==> src/rtl/icd_pkg.sv <==
`timescale 1ns/1ps
package icd_pkg;

  localparam int WORD_W = 32;
  localparam int CODE_W = 4;
  localparam int BODY_W = WORD_W - CODE_W;
  localparam int FLAG_W = 4;

  // flag positions inside flags_i
  localparam int FL_N = 3;
  localparam int FL_Z = 2;
  localparam int FL_C = 1;
  localparam int FL_V = 0;

  // class index doubles as priority rank: lower index wins
  typedef enum logic [4:0] {
    CL_UNDEF  = 5'd0,
    CL_XFER   = 5'd1,
    CL_MUL    = 5'd2,
    CL_MULL   = 5'd3,
    CL_SWAP   = 5'd4,
    CL_HREG   = 5'd5,
    CL_HIMM   = 5'd6,
    CL_BLOCK  = 5'd7,
    CL_CPXFER = 5'd8,
    CL_CPOP   = 5'd9,
    CL_CPREG  = 5'd10,
    CL_TRAP   = 5'd11,
    CL_BR     = 5'd12,
    CL_BRL    = 5'd13,
    CL_BX     = 5'd14,
    CL_SRRD   = 5'd15,
    CL_SRWR   = 5'd16,
    CL_ALU    = 5'd17
  } icls_e;

  localparam int NCLS = 18;

  // Codes come in pairs: the odd member is the inverse of the even one.
  // Pair 7 (codes 14/15) has a base of one, so 15 never passes.
  function automatic logic cond_ok(input logic [CODE_W-1:0] code,
                                   input logic [FLAG_W-1:0] f);
    logic n, z, c, v, base;
    n = f[FL_N];
    z = f[FL_Z];
    c = f[FL_C];
    v = f[FL_V];
    case (code[CODE_W-1:1])
      3'd0:    base = z;
      3'd1:    base = c;
      3'd2:    base = n;
      3'd3:    base = v;
      3'd4:    base = c & ~z;
      3'd5:    base = ~(n ^ v);
      3'd6:    base = ~z & ~(n ^ v);
      default: base = 1'b1;
    endcase
    return base ^ code[0];
  endfunction

endpackage

==> src/rtl/icd_cond_eval.sv <==
`timescale 1ns/1ps
module icd_cond_eval
  import icd_pkg::*;
(
  input  logic [CODE_W-1:0] code_i,
  input  logic [FLAG_W-1:0] flags_i,
  output logic              pass_o
);

  assign pass_o = cond_ok(code_i, flags_i);

endmodule

==> src/rtl/icd_class_match.sv <==
`timescale 1ns/1ps
module icd_class_match
  import icd_pkg::*;
(
  input  logic [BODY_W-1:0] body_i,
  output logic [NCLS-1:0]   hit_o
);

  logic [2:0] top3;
  logic [3:0] top4;
  logic [7:0] opbyte;
  logic [3:0] tail;
  logic       mul_tail;
  logic       half_shape;
  logic       sr_shape;

  assign top3       = body_i[27:25];
  assign top4       = body_i[27:24];
  assign opbyte     = body_i[27:20];
  assign tail       = body_i[7:4];
  assign mul_tail   = (tail == 4'b1001);
  assign half_shape = (top3 == 3'b000) && (body_i[11:8] == 4'h0)
                      && body_i[7] && body_i[4];
  assign sr_shape   = (body_i[27:23] == 5'b00010) && (body_i[21:20] == 2'b00);

  // raw matches; overlaps are resolved later by the priority picker
  always_comb begin
    hit_o            = '0;
    hit_o[CL_UNDEF]  = (top3 == 3'b011) && body_i[4];
    hit_o[CL_XFER]   = (body_i[27:26] == 2'b01);
    hit_o[CL_MUL]    = (body_i[27:22] == 6'b000000) && mul_tail;
    hit_o[CL_MULL]   = (body_i[27:23] == 5'b00001) && mul_tail;
    hit_o[CL_SWAP]   = sr_shape && (body_i[11:4] == 8'b0000_1001);
    hit_o[CL_HREG]   = half_shape && !body_i[22];
    hit_o[CL_HIMM]   = half_shape && body_i[22];
    hit_o[CL_BLOCK]  = (top3 == 3'b100);
    hit_o[CL_CPXFER] = (top3 == 3'b110);
    hit_o[CL_CPOP]   = (top4 == 4'b1110) && !body_i[4];
    hit_o[CL_CPREG]  = (top4 == 4'b1110) && body_i[4];
    hit_o[CL_TRAP]   = (top4 == 4'b1111);
    hit_o[CL_BR]     = (top4 == 4'b1010);
    hit_o[CL_BRL]    = (top4 == 4'b1011);
    hit_o[CL_BX]     = (opbyte == 8'b0001_0010) && (&body_i[19:8])
                       && (tail == 4'b0001);
    hit_o[CL_SRRD]   = sr_shape && (body_i[11:0] == 12'h000);
    hit_o[CL_SRWR]   = (body_i[27:26] == 2'b00) && (body_i[24:23] == 2'b10)
                       && (body_i[21:20] == 2'b10);
    hit_o[CL_ALU]    = (body_i[27:26] == 2'b00);
  end

endmodule

==> src/rtl/icd_prio_pick.sv <==
`timescale 1ns/1ps
module icd_prio_pick #(
  parameter int W = 18
) (
  input  logic [W-1:0] req_i,
  output logic [W-1:0] gnt_o
);

  // seen[i]: some request with a lower index (higher priority) is active
  logic [W-1:0] seen;

  assign seen[0] = 1'b0;
  for (genvar i = 1; i < W; i++) begin : g_chain
    assign seen[i] = seen[i-1] | req_i[i-1];
  end

  assign gnt_o = req_i & ~seen;

endmodule

==> src/rtl/insn_class_gate.sv <==
`timescale 1ns/1ps
module insn_class_gate
  import icd_pkg::*;
(
  input  logic              clk,
  input  logic              rst_n,
  input  logic [WORD_W-1:0] insn_i,
  input  logic [FLAG_W-1:0] flags_i,
  output logic [NCLS-1:0]   class_o,
  output logic              cond_pass_o,
  output logic              exec_en_o
);

  logic [NCLS-1:0] match_vec;
  logic [NCLS-1:0] pick_vec;
  logic            pass_d;

  icd_class_match u_match (
    .body_i (insn_i[BODY_W-1:0]),
    .hit_o  (match_vec)
  );

  icd_prio_pick #(.W(NCLS)) u_pick (
    .req_i (match_vec),
    .gnt_o (pick_vec)
  );

  icd_cond_eval u_cond (
    .code_i  (insn_i[WORD_W-1:BODY_W]),
    .flags_i (flags_i),
    .pass_o  (pass_d)
  );

  always_ff @(posedge clk or negedge rst_n) begin
    if (!rst_n) begin
      class_o     <= '0;
      cond_pass_o <= 1'b0;
      exec_en_o   <= 1'b0;
    end else begin
      class_o     <= pick_vec;
      cond_pass_o <= pass_d;
      exec_en_o   <= pass_d;
    end
  end

endmodule

==> config.mk <==
export PLATFORM = sky130hd
export DESIGN_NAME = insn_class_gate
export DESIGN_NICKNAME = d
export VERILOG_FILES = /design/src/rtl/icd_pkg.sv /design/src/rtl/icd_cond_eval.sv /design/src/rtl/icd_class_match.sv /design/src/rtl/icd_prio_pick.sv /design/src/rtl/insn_class_gate.sv
export SDC_FILE = /design/constraint.sdc
export NUM_CORES = 1
export LEC_CHECK = 0
export BUFFER_PORTS_ARGS = -buffer_cell sky130_fd_sc_hd__buf_2
export CORE_ASPECT_RATIO = 1.1
export CORE_UTILIZATION = 41
export DETAILED_ROUTE_END_ITERATION = 8
export PLACE_DENSITY = 0.76
export SYNTH_ARGS = -nofsm -noshare
export SYNTH_HDL_FRONTEND = slang
export SYNTH_SLANG_ARGS = --single-unit
==> constraint.sdc <==
create_clock -name clk -period 0.8 [get_ports clk]
set_input_delay 0.04 -clock clk [delete_from_list [all_inputs] [get_ports clk]]
set_output_delay 0.04 -clock clk [all_outputs]
set_load 0.005 [all_outputs]
==> flow_summary_export.csv <==
group,metric,value,unit
run_status,outcome,"finished, violations left",
run_status,violations,"setup timing",
layout,final_net_count,201,
sta,fmax,1.07,GHz
synthesis,synth_fp_nets,122,
worst_hold_path,hp-class,"input port to flop",
layout,design_area,1430,sq um
clock_tree,cts_sinks,19,
placement,dp_hpwl,1.71,mm
sta,tightest_slew,0.396,ns
synthesis,ys_seq_area_share,53.1,%
synthesis,synthTopCellsByCount,"dfrtp_1 (19), nor2_1 (10), nand2_1 (7), nor3_1 (7), nand2b_1 (5)",
sta,finalSetupViolCount,26,
sta,max_slew_margin,73.6,%
synthesis,yosysTopAreaCell,"dfrtp_1",
drt,ant_nets,0,
die,start_util,43.9,%
layout,final_util,70.2,%
synthesis,syn_area,896,sq um
setup_path,required,0.98,ns
drt,vias_per_cell,4.89,
setup_path,critPathBufInv,1,
placement,placed_cells,183,
setup_path,crit_path_max_fanout,3,
sta,fin_crit,0.937,ns
setup_path,worstSetupEndpointType,"flop",
setup_path,cpPeakStageDelay,0.38,ns
layout,drive_above_1_share,54.9,%
layout,fin_cells,190,
run,max-cap-violations,0,
synthesis,yosys_warnings,0,
drt,drc,0,
sta,slew_viol_final,0,
sta,hold_viol,0,
setup_path,critPathKind,"input port to flop",
clock_tree,h-tree-depth,1,
drt,first_pass_iters,4,
sta,hold_ws,0.0214,ns
synthesis,synth.distinct_cells,31,
setup_path,critPathLaunchType,"input port",
clock_tree,numCtsBuffers,3,
pwr,total_power,1.83,mW
global_route,grt_max_degree,20,
die,die_h,51.0,um
drt,wl_per_cell,11.5,um
synthesis,synth_top_area_share,53.1,%
die,ios,58,
layout,diodes,0,
sta,rsz0062_at_grt,"yes",
layout,n_fill_cell,166,
global_route,gr-usage-all-layers,20.3,%
synthesis,yosysMostFrequentCell,"dfrtp_1",
pwr,p_per_area,1270,nW/um^2
die,dieWidth,46.6,um
synthesis,syn_inst,84,
die,rows,17,
global_route,grt_pass1_wl,3.47,mm
sta,fin_crit_sh,117,%
placement,io_buffers,57,
drt,dr_total_vias,929,
synthesis,synth_seq_cells,19,
setup_path,crit_slowest_cell,"or3b_1",
synthesis,synth_edf_count,0,
global_route,grt-ovfl-total,0,
pwr,leakage,0.768,nW
setup_path,cp.arrival,1.11,ns
setup_path,path_cells,"buf_6 -> or3b_1 -> nand3b_1 -> or3b_4 -> a211oi_2",
drt,wl,2.19,mm
clock_tree,cts_root_buf,"clkbuf_4",
global_route,grt_antenna_before_repair,0,
synthesis,syn_avg_cell_area,10.7,sq um
placement,gp_congestion,0.841,
sta,setup_slack,-0.137,ns
die,die_area,2380,sq um
layout,area_delta_synth_final,59.9,%
clock_tree,clockBufferDepth,2,
synthesis,yosys_most_used_dff,"dfrtp_1",
placement,place_area,1330,sq um
pwr,ir_drop,0.682,mV
drt,drtIter0Drc,23,
die,core_region_area,2040,sq um
global_route,grt_pass1_vias,855,
clock_tree,cts_tree,"built",
setup_path,critPathTopFamily,"simple AND/OR/NAND/NOR gates",
synthesis,synth.area.top_cells,"dfrtp_1 (53%), nor2_1 (4.2%), nor3_1 (3.9%)",
synthesis,synth-async-reset-ratio,100,%
clock_tree,path_clk_slew,0.10,ns
## timing repair
action / CTS / global route
endpoints found under the setup margin: 24 / 26
pin swaps: 1 / 1
hold endpoints to repair: 20 / 0
setup buffers: 1 / 0
gates resized for setup: 4 / 6
hold buffers: 2 / 0
## logic make-up after synthesis
logic type,after synthesis,synth area share (%)
AO/OA/AOI/OAI,5,4.47
buffers and inverters,6,3.07
flip-flops,19,53.1
AND/OR/NAND/NOR,51,34.9
XOR/XNOR,2,1.96
multiplexers,1,2.51
## where the power goes
group	switching (mW)	internal [mW]	total [mW]
sequential	0.00664	0.985	0.991
clock	0.261	0.193	0.455
combinational	0.173	0.206	0.380
## area by class of cell
type | count | area (sq um) | area share [%]
flip-flops and latches | 19 | 475 | 33.2
repair buffers | 76 | 468 | 32.7
multi-input cells | 59 | 413 | 28.8
well taps | 28 | 35.0 | 2.45
clock buffers | 4 | 26.3 | 1.83
inverters | 4 | 15.0 | 1.05
## placed cells by master (no fill, tap or decap), types with 2 or more instances in the layout
| cell type | count |
|---|---|
| dlygate4sd3_1 | 2 |
| nand4_1 | 4 |
| nor4_2 | 2 |
| buf_2 | 52 |
| nor3_1 | 6 |
| buf_6 | 6 |
| nor3_4 | 2 |
| nand2b_1 | 5 |
| nor2_1 | 10 |
| inv_1 | 3 |
| buf_4 | 16 |
| clkbuf_4 | 3 |
| nand2_1 | 7 |
| nand2_2 | 2 |
| dfrtp_1 | 19 |
| nor2b_1 | 2 |
| nor4_1 | 2 |
## worst paths after layout
path                               end  slack [ns]  depth (start not counted)       start
max                         class_o[6]       -0.14                          5  insn_i[23]
min                         class_o[2]        0.02                          3  insn_i[23]
max in group asynchronous  class_o[15]        0.30                          2       rst_n
min in group asynchronous  class_o[10]        0.22                          2       rst_n
## routing by layer
layer | track usage, % | routed length [um] | vias up
li1 | - | - | 453
met4 | 7.35 | 12 | 0
met2 | 36.6 | 1210 | 46
met5 | 0 | 0 | -
met3 | 1.06 | 129 | 2
met1 | 24.4 | 829 | 428
## through the flow
step                      setup TNS (ns)  setup slack [ns]
after floorplan                    -1.15            -0.271
after global placement             -2.61            -0.362
after detailed placement           -2.81            -0.390
after CTS                         -0.733           -0.0689
after global routing               -1.60            -0.140
final                             -0.714            -0.137
## registers in the layout, indices dropped and copies added, names as in the netlist
register and cells:
class_o 18, exec_en_o 1
## tightest hold or removal path: stages
cell    delay (ns)
buf_6         0.07
buf_4         0.11
nor3_1        0.05
(Power assumes the default switching activity.)
